===== src/rtl/pmc_pkg.sv =====
package pmc_pkg;

    typedef enum logic [1:0] {
        MODE_RUN   = 2'd0,
        MODE_IDLE  = 2'd1,
        MODE_PDOWN = 2'd2,
        MODE_WARM  = 2'd3
    } pmc_mode_t;

    localparam int BIT_IDLE_ARM = 0;
    localparam int BIT_PD_ARM   = 1;
    localparam int BIT_GP_LO    = 2;
    localparam int BIT_GP_MID   = 3;
    localparam int BIT_SLOW     = 4;
    localparam int BIT_IDLE_GO  = 5;
    localparam int BIT_PD_GO    = 6;
    localparam int BIT_GP_HI    = 7;

endpackage


===== src/rtl/pmc_ctrl_reg.sv =====
module pmc_ctrl_reg (
    input  logic       clk,
    input  logic       rst_n,
    input  logic       wr_en,
    input  logic [7:0] wr_data,
    input  logic       cpu_run,
    output logic       idle_arm,
    output logic       pd_arm,
    output logic       slow_en,
    output logic [2:0] gp_bits,
    output logic       enter_idle,
    output logic       enter_pd
);
    import pmc_pkg::*;

    typedef struct packed {
        logic       idle_arm;
        logic       pd_arm;
        logic       slow;
        logic [2:0] gp;
    } reg_state_t;

    reg_state_t st_d, st_q;
    logic       accept;

    always_comb begin
        st_d       = st_q;
        accept     = wr_en & cpu_run;
        enter_idle = accept & st_q.idle_arm & wr_data[BIT_IDLE_GO];
        enter_pd   = accept & st_q.pd_arm & wr_data[BIT_PD_GO];
        if (accept) begin
            // an armed flag is consumed by the very next write, whatever it carries
            st_d.idle_arm = st_q.idle_arm ? 1'b0 : wr_data[BIT_IDLE_ARM];
            st_d.pd_arm   = st_q.pd_arm   ? 1'b0 : wr_data[BIT_PD_ARM];
            st_d.slow     = wr_data[BIT_SLOW];
            st_d.gp       = {wr_data[BIT_GP_HI], wr_data[BIT_GP_MID], wr_data[BIT_GP_LO]};
        end
    end

    always_ff @(posedge clk or negedge rst_n) begin
        if (!rst_n) st_q <= '0;
        else        st_q <= st_d;
    end

    assign idle_arm = st_q.idle_arm;
    assign pd_arm   = st_q.pd_arm;
    assign slow_en  = st_q.slow;
    assign gp_bits  = st_q.gp;

    assert_arm_broken_R4: assert property (@(posedge clk) disable iff (!rst_n)
        (st_q.idle_arm && wr_en && cpu_run && !wr_data[BIT_IDLE_GO]) |=> !st_q.idle_arm);

    assert_pd_arm_broken_R4: assert property (@(posedge clk) disable iff (!rst_n)
        (st_q.pd_arm && wr_en && cpu_run && !wr_data[BIT_PD_GO]) |=> !st_q.pd_arm);

    assert_write_ignored_R8: assert property (@(posedge clk) disable iff (!rst_n)
        (!cpu_run) |=> ($stable(st_q.slow) && $stable(st_q.gp)));

endmodule


===== src/rtl/pmc_mode_fsm.sv =====
module pmc_mode_fsm #(
    parameter int WARM_CYCLES = 1024
) (
    input  logic                clk,
    input  logic                rst_n,
    input  logic                enter_idle,
    input  logic                enter_pd,
    input  logic                wake_irq,
    input  logic                wake_a_n,
    input  logic                wake_b_n,
    output pmc_pkg::pmc_mode_t  mode
);
    import pmc_pkg::*;

    localparam int WARM_LIM = (WARM_CYCLES < 1) ? 1 : WARM_CYCLES;
    localparam int CW       = $clog2(WARM_LIM + 1);
    localparam logic [CW-1:0] WARM_LAST = CW'(WARM_LIM - 1);

    typedef struct packed {
        pmc_mode_t  mode;
        logic [CW-1:0] warm_cnt;
    } fsm_state_t;

    fsm_state_t st_d, st_q;
    logic       pin_wake;

    always_comb begin
        st_d     = st_q;
        pin_wake = !wake_a_n || !wake_b_n;
        unique case (st_q.mode)
            MODE_RUN: begin
                if (enter_pd)        st_d.mode = MODE_PDOWN;
                else if (enter_idle) st_d.mode = MODE_IDLE;
            end
            MODE_IDLE: begin
                if (wake_irq) st_d.mode = MODE_RUN;
            end
            MODE_PDOWN: begin
                if (pin_wake) begin
                    st_d.mode     = MODE_WARM;
                    st_d.warm_cnt = '0;
                end
            end
            MODE_WARM: begin
                if (st_q.warm_cnt == WARM_LAST) st_d.mode = MODE_RUN;
                else                            st_d.warm_cnt = st_q.warm_cnt + 1'b1;
            end
            default: st_d.mode = MODE_RUN;
        endcase
    end

    always_ff @(posedge clk or negedge rst_n) begin
        if (!rst_n) st_q <= '{mode: MODE_RUN, warm_cnt: '0};
        else        st_q <= st_d;
    end

    assign mode = st_q.mode;

    assert_idle_exit_R5: assert property (@(posedge clk) disable iff (!rst_n)
        (st_q.mode == MODE_IDLE && wake_irq) |=> (st_q.mode == MODE_RUN));

    assert_pd_holds_on_irq_R6: assert property (@(posedge clk) disable iff (!rst_n)
        (st_q.mode == MODE_PDOWN && wake_a_n && wake_b_n) |=> (st_q.mode == MODE_PDOWN));

    assert_pin_starts_warm_R6: assert property (@(posedge clk) disable iff (!rst_n)
        (st_q.mode == MODE_PDOWN && (!wake_a_n || !wake_b_n)) |=> (st_q.mode == MODE_WARM));

    assert_warm_end_R6: assert property (@(posedge clk) disable iff (!rst_n)
        (st_q.mode == MODE_WARM && st_q.warm_cnt == WARM_LAST) |=> (st_q.mode == MODE_RUN));

    assert_pd_priority_R10: assert property (@(posedge clk) disable iff (!rst_n)
        (st_q.mode == MODE_RUN && enter_pd) |=> (st_q.mode == MODE_PDOWN));

endmodule


===== src/rtl/pmc_slow_div.sv =====
module pmc_slow_div #(
    parameter int DIV = 32
) (
    input  logic clk,
    input  logic rst_n,
    input  logic slow_en,
    input  logic osc_on,
    output logic tick
);
    localparam int DW = (DIV < 2) ? 1 : $clog2(DIV);
    localparam logic [DW-1:0] LAST = DW'(DIV - 1);
    localparam bit POW2 = (DIV >= 2) && ((DIV & (DIV - 1)) == 0);

    logic [DW-1:0] cnt_d, cnt_q;
    logic [DW-1:0] cnt_inc;

    generate
        if (POW2) begin : g_wrap_free
            assign cnt_inc = cnt_q + 1'b1;
        end else begin : g_wrap_cmp
            assign cnt_inc = (cnt_q == LAST) ? '0 : cnt_q + 1'b1;
        end
    endgenerate

    always_comb begin
        cnt_d = cnt_q;
        if (!slow_en)    cnt_d = '0;
        else if (osc_on) cnt_d = cnt_inc;
    end

    always_ff @(posedge clk or negedge rst_n) begin
        if (!rst_n) cnt_q <= '0;
        else        cnt_q <= cnt_d;
    end

    assign tick = osc_on && (!slow_en || cnt_q == LAST);

    assert_tick_single_R7: assert property (@(posedge clk) disable iff (!rst_n)
        (slow_en && tick && DIV > 1) |=> (!tick || !slow_en));

    assert_count_hold_R9: assert property (@(posedge clk) disable iff (!rst_n)
        (slow_en && !osc_on) |=> ($stable(cnt_q) || !slow_en));

endmodule


===== src/rtl/pmc_power_ctrl.sv =====
module pmc_power_ctrl #(
    parameter int WARM_CYCLES = 1024,
    parameter int SLOW_DIV    = 32
) (
    input  logic       clk,
    input  logic       rst_n,
    input  logic       wr_en,
    input  logic [7:0] wr_data,
    input  logic       wake_irq,
    input  logic       wake_a_n,
    input  logic       wake_b_n,
    output logic       cpu_clk_en,
    output logic       periph_clk_en,
    output logic       osc_run,
    output logic       slow_tick,
    output logic [7:0] pwr_reg
);
    import pmc_pkg::*;

    pmc_mode_t  mode;
    logic       cpu_run;
    logic       idle_arm, pd_arm, slow_en;
    logic [2:0] gp_bits;
    logic       enter_idle, enter_pd;

    assign cpu_run       = (mode == MODE_RUN);
    assign cpu_clk_en    = cpu_run;
    assign periph_clk_en = (mode == MODE_RUN) || (mode == MODE_IDLE);
    assign osc_run       = (mode != MODE_PDOWN);

    pmc_ctrl_reg u_reg (
        .clk        (clk),
        .rst_n      (rst_n),
        .wr_en      (wr_en),
        .wr_data    (wr_data),
        .cpu_run    (cpu_run),
        .idle_arm   (idle_arm),
        .pd_arm     (pd_arm),
        .slow_en    (slow_en),
        .gp_bits    (gp_bits),
        .enter_idle (enter_idle),
        .enter_pd   (enter_pd)
    );

    pmc_mode_fsm #(.WARM_CYCLES(WARM_CYCLES)) u_fsm (
        .clk        (clk),
        .rst_n      (rst_n),
        .enter_idle (enter_idle),
        .enter_pd   (enter_pd),
        .wake_irq   (wake_irq),
        .wake_a_n   (wake_a_n),
        .wake_b_n   (wake_b_n),
        .mode       (mode)
    );

    pmc_slow_div #(.DIV(SLOW_DIV)) u_div (
        .clk     (clk),
        .rst_n   (rst_n),
        .slow_en (slow_en),
        .osc_on  (osc_run),
        .tick    (slow_tick)
    );

    always_comb begin
        pwr_reg               = '0;
        pwr_reg[BIT_IDLE_ARM] = idle_arm;
        pwr_reg[BIT_PD_ARM]   = pd_arm;
        pwr_reg[BIT_GP_LO]    = gp_bits[0];
        pwr_reg[BIT_GP_MID]   = gp_bits[1];
        pwr_reg[BIT_SLOW]     = slow_en;
        pwr_reg[BIT_IDLE_GO]  = (mode == MODE_IDLE);
        pwr_reg[BIT_PD_GO]    = (mode == MODE_PDOWN) || (mode == MODE_WARM);
        pwr_reg[BIT_GP_HI]    = gp_bits[2];
    end

    assert_idle_keeps_periph_R2: assert property (@(posedge clk) disable iff (!rst_n)
        (cpu_run && enter_idle && !enter_pd) |=> (!cpu_clk_en && periph_clk_en && osc_run));

    assert_pd_stops_all_R3: assert property (@(posedge clk) disable iff (!rst_n)
        (cpu_run && enter_pd) |=> (!cpu_clk_en && !periph_clk_en && !osc_run));

endmodule


===== config.mk =====
export PLATFORM = sky130hd
export DESIGN_NAME = pmc_power_ctrl
export DESIGN_NICKNAME = d
export VERILOG_FILES = /design/src/rtl/pmc_pkg.sv /design/src/rtl/pmc_ctrl_reg.sv /design/src/rtl/pmc_mode_fsm.sv /design/src/rtl/pmc_slow_div.sv /design/src/rtl/pmc_power_ctrl.sv
export SDC_FILE = /design/constraint.sdc
export NUM_CORES = 1
export LEC_CHECK = 0
export BUFFER_PORTS_ARGS = -buffer_cell sky130_fd_sc_hd__buf_2
export CAP_MARGIN = 0
export CORE_MARGIN = 3
export CORE_UTILIZATION = 44
export CTS_BUF_LIST = sky130_fd_sc_hd__clkbuf_2 sky130_fd_sc_hd__clkbuf_4 sky130_fd_sc_hd__clkbuf_8
export DETAILED_ROUTE_END_ITERATION = 8
export GPL_TIMING_DRIVEN = 0
export PLACE_DENSITY = 0.66
export RECOVER_POWER = 25
export SKIP_LAST_GASP = 1
export SLEW_MARGIN = 20
export SYNTH_ARGS = -nofsm -noshare
export SYNTH_HDL_FRONTEND = slang
export SYNTH_SLANG_ARGS = --single-unit

===== constraint.sdc =====
create_clock -name clk -period 3.7 [get_ports clk]
set_clock_uncertainty 0.05 [all_clocks]
set_input_delay 0 -clock clk [delete_from_list [all_inputs] [get_ports clk]]
set_output_delay 0 -clock clk [all_outputs]
set_load 0.01 [all_outputs]

-- Word level (Yosys, flattened, before mapping)
Cells that the tools add are included.
- divide/modulo/power cells: 0
- add/subtract/negate cells: 2
- eq/ne operators: 12
- mux-type cells: 12
- bitwise gates (word level): 5
- reductions and logical operators: 12
- $mul: 0
- shift operators: 0
- order comparisons: 0
- operators by type and width (cell ; count):
    $pmux 11 s2 ; 1
    $mux 13 ; 1
    $add 11x1->11 const B ; 1
    $eq 11x10->1 const B ; 1
    $mux 11 ; 1
    $mux 5 ; 2
    $mux 2 ; 4
    $pmux 2 s4 ; 1
    $ne 2x1->1 const B ; 3
    $ne 2x2->1 const B ; 3
    $add 5x1->5 const B ; 1
    $and 1x1->1 ; 5
    $eq 5x5->1 const B ; 1
    $eq 2x2->1 const B ; 2
    $logic_or 1x1->1 ; 4
    $reduce_and 4->1 ; 1
    $logic_not 1->1 ; 3
    $ne 3x3->1 const B ; 1
    $reduce_and 3->1 ; 1
    $eq 2x1->1 const B ; 1
    $logic_not 2->1 ; 1
    $mux 1 ; 2
    $reduce_bool 2->1 ; 1
    $logic_and 1x1->1 ; 1
- output and inout port bits: 12
- bits in registers: 24
- memories kept: 0
- bits of input ports: 14
- bits in latches: 0
- ROM bits: 0
- bits in writable memories: 0

-- Depth between registers and ports, before layout
Gate-level depths: netlist (run 1).
- depth after elaboration: 7
- mapped depth: 6
- depth with buffers taken out: 6

-- Cells and area by module
From an unflattened synthesis (run 1), not the netlist that was laid out.
- cell total of the unflattened synthesis: 130
- area total of the unflattened synthesis: 1350.0 um^2
- by module, submodules not included (module ; cells an instance ; area an instance (um^2) ; seq. area each (um^2) ; times used):
    pmc_mode_fsm ; 79 ; 738.2 ; 325.3 ; 1
    pmc_slow_div ; 24 ; 286.5 ; 125.1 ; 1
    pmc_ctrl_reg ; 19 ; 279.0 ; 150.1 ; 1
    pmc_power_ctrl ; 8 ; 46.3 ; 0.0 ; 1

-- Least setup slack after synthesis (run 1)
Ideal clock, no wire load.
- kind: register to register
- from: register u_fsm.st_q[0] (netlist name)
- to: register u_fsm.st_q[9] (netlist name)
- path slack: 1.919 ns
- data required time: 3.524 ns
- arrival: 1.605 ns
- clock period less this slack: 1.781 ns
- cell stages (with the launch flop): 7
- library setup time: 0.126 ns
- path through: dfrtp_1 -> ha_1 -> and3_4 -> buf_6 -> and2_4 -> a41o_1 -> a221o_1
- longest elaborated chain between the ends: 3
- ends and longest elaborated chain (what ; line ; RTL):
    start: declaration ; pmc_mode_fsm.sv:24 ; fsm_state_t st_d, st_q;
    start signal: assignment ; pmc_mode_fsm.sv:53 ; if (!rst_n) st_q <= '{mode: MODE_RUN, warm_cnt: '0};
    start signal: assignment ; pmc_mode_fsm.sv:54 ; else st_q <= st_d;
    $add 11x1->11 or $eq 11x10->1 (tied branches) ; pmc_mode_fsm.sv:46, pmc_mode_fsm.sv:45 ;
    $mux 11 or $ne 2x2->1 (tied branches) ; n/a ;
    $pmux 11 s2 or $reduce_and 3->1 (tied branches) ; n/a ;
Several ways; a longest one is shown, not always the timed one. The select of a mux whose other input is x is not followed.
A chain may end at the register's enable or synchronous reset.

-- Worst setup path in the final report (run 1)
Same ends and word-level chain as after synthesis.

==> qor.txt, run 1 <==
status: completed
Cell Chain, Critical Path: ha_1 -> and3_4 -> buf_6 -> and2_4 -> a41o_1 -> a221o_1
peak supply drop: 474 uV
Max-cap violations: 0
via count: 1123
R2R depth: 6
Routed WL: 2.80 mm
crit share post-route: 50.8%
CTS Root Cell: clkbuf_4
die area: 0.00358 sq mm
antenna violations before repair: 0
core area: 0.00261 sq mm
Clock transition at path regs: 0.14 ns
Yosys warnings: 0
worst hold stages: 4
vias per inst: 5.45
setup violators final: 0
WP data required: 3.87 ns
row count: 18
WP data arrival: 2.05 ns
Worst Setup Start Kind: flop
leak pwr: 0.795 nW
worst-skew pair later-pin latency: 0.31 ns
CP top delay family: compound AO/OA/AOI/OAI gates
vias in the first global route: 1144
Overflow after GRT: 0
count of different cell masters after synthesis: 38
HPWL Detailed: 2.00 mm
total power draw: 0.000994 W
CTS Sinks: 24
reg2reg start: u_fsm.st_q[0]
Overall Global Routing Usage: 17.8%
headroom to the max-slew limit: 15.6%
first-pass GRT wire length: 4.87 mm
fin. max-slew vios: 0
starting density of the core: 48.8%
sequential-to-total area share from yosys stat: 47.1%
Die W: 59.8 um
RSZ-0062 raised after global routing: false
synthesized flop and latch total: 24
Worst Path Buf+Inv: 1
Max Fclk: 533 MHz
number of diodes: 0
maximum root-to-sink buffer count: 2
ports placed on the boundary: 26
syn_area_per_cell: 9.31 sq um
Design Area, Final: 0.00157 sq mm
setup repair bufs after CTS: 0
worst hold slack: 0.00999 ns
Worst Max-Slew Pin Slew: 1.27 ns
Final ANT Viol Nets: 0
DR pass1 iterations: 4
CP max stage delay: 0.44 ns
Synth Instances: 137
minimum clock period: 1.88 ns
gpl congestion: 0.787
share of cells above drive strength 1: 22.7%
Synth Net Count: 154
Worst Hold End: u_fsm.mode[0]
fill count: 229
CTS buffer count: 3
initial drt markers: 33
Sum Neg Setup Slack: 0 ns
synthesis-to-finish area growth: 23.4%
FF-to-FF setup slack: 1.82 ns
H-tree levels: 1
die boundary height: 59.8 um
CP max-delay cell: dfrtp_1
Hold WC Path Type: input port to flop
drt drc: 0
CP Max Fanout: 7
Routed wire per std cell: 13.6 um
reg-to-reg endpoint: u_fsm.st_q[9]
hold path startpoint: wake_irq
net count reported at finish: 194
largest net degree at the start of global routing: 25
Worst Setup End Kind: flop
CP Class: flop to flop
number of cells on the critical path: 6
final hold violation count: 0
Mapped Area: 0.00127 sq mm
Placed Area: 0.00144 sq mm
Pwr per Cell Area: 632 mW/mm^2
final core occ: 60.2%
I/O Buffers: 25
CTS tree: done
==> cell families (layout without fill, tap and decap cells) <==
logic type      after synthesis  count (layout)  synth area share (%)
buf+inv                      12              51                  5.10
xor+xnor                      3               3                  2.06
fa+ha+maj                     3               3                  2.94
simple gates                 65              65                  25.6
compound gates               28              28                  15.6
mux                           2               2                  1.57
flops                        24              24                  47.1
==> flip-flops by register name, indices dropped and copies added (netlist names) <==
| register | flops |
|---|---|
| u_reg.pd_arm | 1 |
| u_reg.idle_arm | 1 |
| u_reg.gp_bits | 3 |
| u_reg.slow_en | 1 |
| u_div.cnt_q | 5 |
| u_fsm.st_q | 11 |
| u_fsm.mode | 2 |
==> power by group <==
group	internal [W]	total, W	leakage, nW	switching (W)
sequential	0.000342	0.000428	0.317	0.0000862
clock	0.0000601	0.000141	0.0210	0.0000804
combinational	0.000181	0.000425	0.457	0.000244
total	0.000584	0.000994	0.795	0.000411
==> per-stage QoR <==
step           std cells  setup WS [ns]
2_1_floorplan        137           1.92
3_3_place_gp         192           1.86
3_5_place_dp         192           1.85
4_1_cts              206           1.83
5_1_grt              206           1.76
6_report             206           1.82
==> cells in the mapped netlist <==
library cell,number,area share [%]
mux2i_1,2,1.6
and4_1,1,0.69
nor3b_2,1,0.98
a21boi_0,2,1.2
and2_4,1,0.69
ha_1,3,2.9
inv_1,5,1.5
nor2_1,4,1.2
o21ai_1,1,0.39
nor2b_1,2,0.98
a21oi_1,8,3.1
o21a_1,4,2.4
buf_4,3,1.8
dfrtp_1,24,47
and3_1,7,3.4
a41o_1,1,0.79
a41oi_1,1,0.69
nand3_1,7,2.7
and3_4,1,0.88
a211o_1,3,2.1
buf_2,1,0.39
a31oi_1,3,1.5
nor4_1,1,0.49
a221oi_1,1,0.69
nand4_1,1,0.49
o21ai_0,2,0.79
xnor2_1,3,2.1
nor2_2,1,0.49
buf_6,1,0.88
and3b_1,1,0.69
inv_2,1,0.29
nand2_1,30,8.8
nor3_1,4,1.6
a41oi_2,1,1.3
clkbuf_1,1,0.29
a221o_1,1,0.79
and2_1,2,0.98
or2_2,1,0.49
==> final cells by class <==
| type | instances | area [sq um] | area share [%] |
|---|---|---|---|
| Tap cell | 30 | 37.5 | 2.39 |
| Timing Repair Buffer | 35 | 224 | 14.2 |
| Buffer | 6 | 42.5 | 2.70 |
| Sequential cell | 24 | 601 | 38.2 |
| Clock buffer | 4 | 36.3 | 2.31 |
| Inverter | 6 | 22.5 | 1.43 |
| Multi-Input combinational cell | 101 | 609 | 38.7 |
==> routing by layer <==
metal | vias up | GRT usage, % | part of all wire [%]
li1 | 559 | - | -
met1 | 537 | 24.2 | 49
met2 | 23 | 28.5 | 47
met3 | 4 | 3.02 | 3.1
met4 | 0 | 5.70 | 0.82
met5 | - | 0 | 0
==> what timing repair did <==
item	in CTS	in global routing
gates resized for setup	0	0
hold buffers	10	0
setup endpoints to repair	0	0
endpoints found under the hold margin	32	0
==> tightest hold or removal path: stages <==
cell	delay, ns
buf_2	0.10
inv_1	0.04
a221oi_1	0.07
nor3_1	0.13
==> layout by cell type, fill, tap and decap left out, types with 2 or more instances in the layout <==
cell type and instances:
nor3_1 4, clkbuf_1 2, dfrtp_1 24, a21oi_1 8, clkbuf_4 3, buf_2 25
xnor2_1 3, nand2_1 30, ha_1 3, a211o_1 3, nor2b_1 2, and2_1 2
and3_1 7, nor2_1 4, nand3_1 7, buf_4 3, a21boi_0 2, inv_1 5
a31oi_1 3, mux2i_1 2, o21ai_0 2, o21a_1 4, dlygate4sd3_1 10
==> how the worst max path moves through the flow <==
| stage | startpoint | endpoint | slack, ns |
|---|---|---|---|
| final | u_fsm.st_q[0] | u_fsm.st_q[9] | 1.82 |
| after detailed placement | u_fsm.st_q[0] | u_fsm.st_q[9] | 1.85 |
| after floorplan | u_fsm.st_q[0] | u_fsm.st_q[9] | 1.92 |
| after CTS | u_fsm.st_q[0] | u_fsm.st_q[9] | 1.83 |
| after global routing | u_fsm.st_q[0] | u_fsm.st_q[9] | 1.76 |
| after global placement | u_fsm.st_q[0] | u_fsm.st_q[9] | 1.86 |
No activity file was read; power rests on OpenSTA's default activity.
==> inputs of run 2 (changes only) <==
Settings changed: PLACE_DENSITY 0.66 to 0.69.
Clock period 3.7 ns to 1.5 ns, I/O delays scaled along.
==> qor.txt, run 2 (synthesized netlist as in run 1, its figures left out) <==
minimum clock period: 1.61 ns (was 1.88 ns)
final hold violation count: 0 (unchanged)
Final ANT Viol Nets: 0 (unchanged)
gpl congestion: 0.764 (was 0.787)
fin. max-slew vios: 0 (unchanged)
share of cells above drive strength 1: 37.3% (was 22.7%)
final core occ: 68.6% (was 60.2%)
fill count: 190 (was 229)
net count reported at finish: 211 (was 194)
leak pwr: 0.878 nW (was 0.795 nW)
ports placed on the boundary: 26 (unchanged)
first-pass GRT wire length: 5.18 mm (was 4.87 mm)
max reg flops: 11 (unchanged)
WP data arrival: 1.77 ns (was 2.05 ns)
Routed wire per std cell: 14.2 um (was 13.6 um)
crit share post-route: 107% (was 50.8%)
most frequent cells in the layout: 30 x nand2_1, 24 x buf_2, 22 x dfrtp_1, 20 x buf_4, 12 x dlygate4sd3_1 (was 30 x nand2_1, 25 x buf_2, 24 x dfrtp_1, 10 x dlygate4sd3_1, 8 x a21oi_1)
CTS Sinks: 24 (unchanged)
smallest setup slack after layout: -0.106 ns (was 1.82 ns)
GRT met2 Usage: 34.6% (was 28.5%)
CTS tree: done (unchanged)
routing usage on met1: 23.0% (was 24.2%)
Overall Global Routing Usage: 19.1% (was 17.8%)
row count: 18 (unchanged)
worst-skew pair later-pin latency: 0.32 ns (was 0.31 ns)
Global Route met3 Usage: 2.38% (was 3.02%)
reg2reg start: u_fsm.st_q[0] (unchanged)
largest net degree at the start of global routing: 25 (unchanged)
setup violators final: 6 (was 0)
synthesis-to-finish area growth: 40.5% (was 23.4%)
CTS buffer count: 3 (unchanged)
Worst Setup Start Kind: flop (unchanged)
DR pass1 iterations: 4 (unchanged)
core area: 0.00261 sq mm (unchanged)
die area: 0.00358 sq mm (unchanged)
DP Cell Count: 192 (unchanged)
largest register by flop count: u_fsm.st_q (unchanged)
Clock transition at path regs: 0.14 ns (about the same)
drt drc: 0 (unchanged)
die boundary height: 59.8 um (unchanged)
Die W: 59.8 um (unchanged)
Worst Setup End Kind: flop (unchanged)
CP Class: flop to flop (unchanged)
crit path from: u_fsm.st_q[0] (unchanged)
Max Fclk: 622 MHz (was 533 MHz)
Final Non-Filler Cells: 223 (was 206)
via count: 1187 (was 1123)
vias per inst: 5.32 (was 5.45)
peak supply drop: 1180 uV (was 474 uV)
antenna violations before repair: 0 (unchanged)
failing checks: negative setup slack
CP Max Fanout: 4 (was 7)
RSZ-0062 raised after global routing: true (was false)
worst hold slack: 0.0313 ns (was 0.00999 ns)
status: finished, violations left (was completed)
Hold WC Path Type: input port to flop (unchanged)
Worst Max-Slew Pin Slew: 0.605 ns (was 1.27 ns)
Pwr per Cell Area: 1550 mW/mm^2 (was 632 mW/mm^2)
Max-cap violations: 0 (unchanged)
starting density of the core: 48.8% (unchanged)
CTS Root Cell: clkbuf_4 (unchanged)
HPWL Detailed: 1.90 mm (was 2.00 mm)
number of diodes: 0 (unchanged)
Routed WL: 3.16 mm (was 2.80 mm)
headroom to the max-slew limit: 59.7% (was 15.6%)
Overflow after GRT: 0 (unchanged)
WP data required: 1.67 ns (was 3.87 ns)
most common cell after layout, fill and taps aside: nand2_1 (unchanged)
H-tree levels: 1 (unchanged)
vias in the first global route: 1162 (was 1144)
initial drt markers: 35 (was 33)
I/O Buffers: 25 (unchanged)
most used routing layer: met2 (unchanged)
maximum root-to-sink buffer count: 2 (unchanged)
hold path startpoint: wr_en (was wake_irq)
## run 2: cell types whose count changed in the layout (fill, tap and decap cells not counted), sizes merged
cell	before	now
dlygate4sd3	10	12
buf	29	44
## run 2: cell type report
type / count / area, sq um / area share [%]
tap: 30 / 37.5 / 2.09
sequential: 24 / 603 / 33.7
clock buffer: 4 / 36.3 / 2.03
inverter: 6 / 22.5 / 1.26
multi-input combinational: 101 / 693 / 38.7
timing repair buffer: 53 / 365 / 20.4
buffer: 5 / 33.8 / 1.89
## run 2: worst paths after layout
check                                   endpoint  slack [ns]  depth (start not counted)
worst max-delay path               u_fsm.st_q[9]       -0.11                          5
worst min-delay path               u_fsm.mode[0]        0.03                          4
worst max register to register     u_fsm.st_q[9]       -0.11                          5
worst min register to register  u_reg.gp_bits[1]        0.45                          2
max in group asynchronous          u_fsm.mode[1]        0.82                          2
min in group asynchronous          u_fsm.st_q[2]        0.15                          2
## run 2: power breakdown
part           switching (W)  internal [W]  leakage (nW)
clock               0.000201      0.000148        0.0210
sequential          0.000208      0.000848         0.314
combinational       0.000711      0.000661         0.543
total                0.00112       0.00166         0.878
## run 2: repair_timing
action,CTS,global route
hold endpoints to repair,32,1
pin swaps,6,6
resized for setup,11,9
setup buffers,9,7
hold buffers,11,1
endpoints found under the setup margin,13,19
## run 2: per-layer routing
layer	vias to the layer above	wire (um)
li1	593	-
met1	566	1420
met2	24	1600
met3	4	119
met4	0	19
met5	-	0
## run 2: per-stage QoR
stage	TNS (ns)	power (W)	instance area (sq um)	setup WS, ns
CTS	-0.611	0.00261	1700	-0.130
detailed placement	-1.86	0.00208	1440	-0.231
finish	-0.340	0.00278	1790	-0.106
floorplan	-0.794	0.00172	1280	-0.157
global placement	-1.64	0.00204	1440	-0.208
global route	-0.937	0.00298	1790	-0.164
## run 2: worst max-delay path, cell delays in order (launching register included)
cell	delay, ns
dfrtp_1	0.41
ha_2	0.19
and3_4	0.18
and2_4	0.15
a41o_1	0.21
a221o_1	0.31
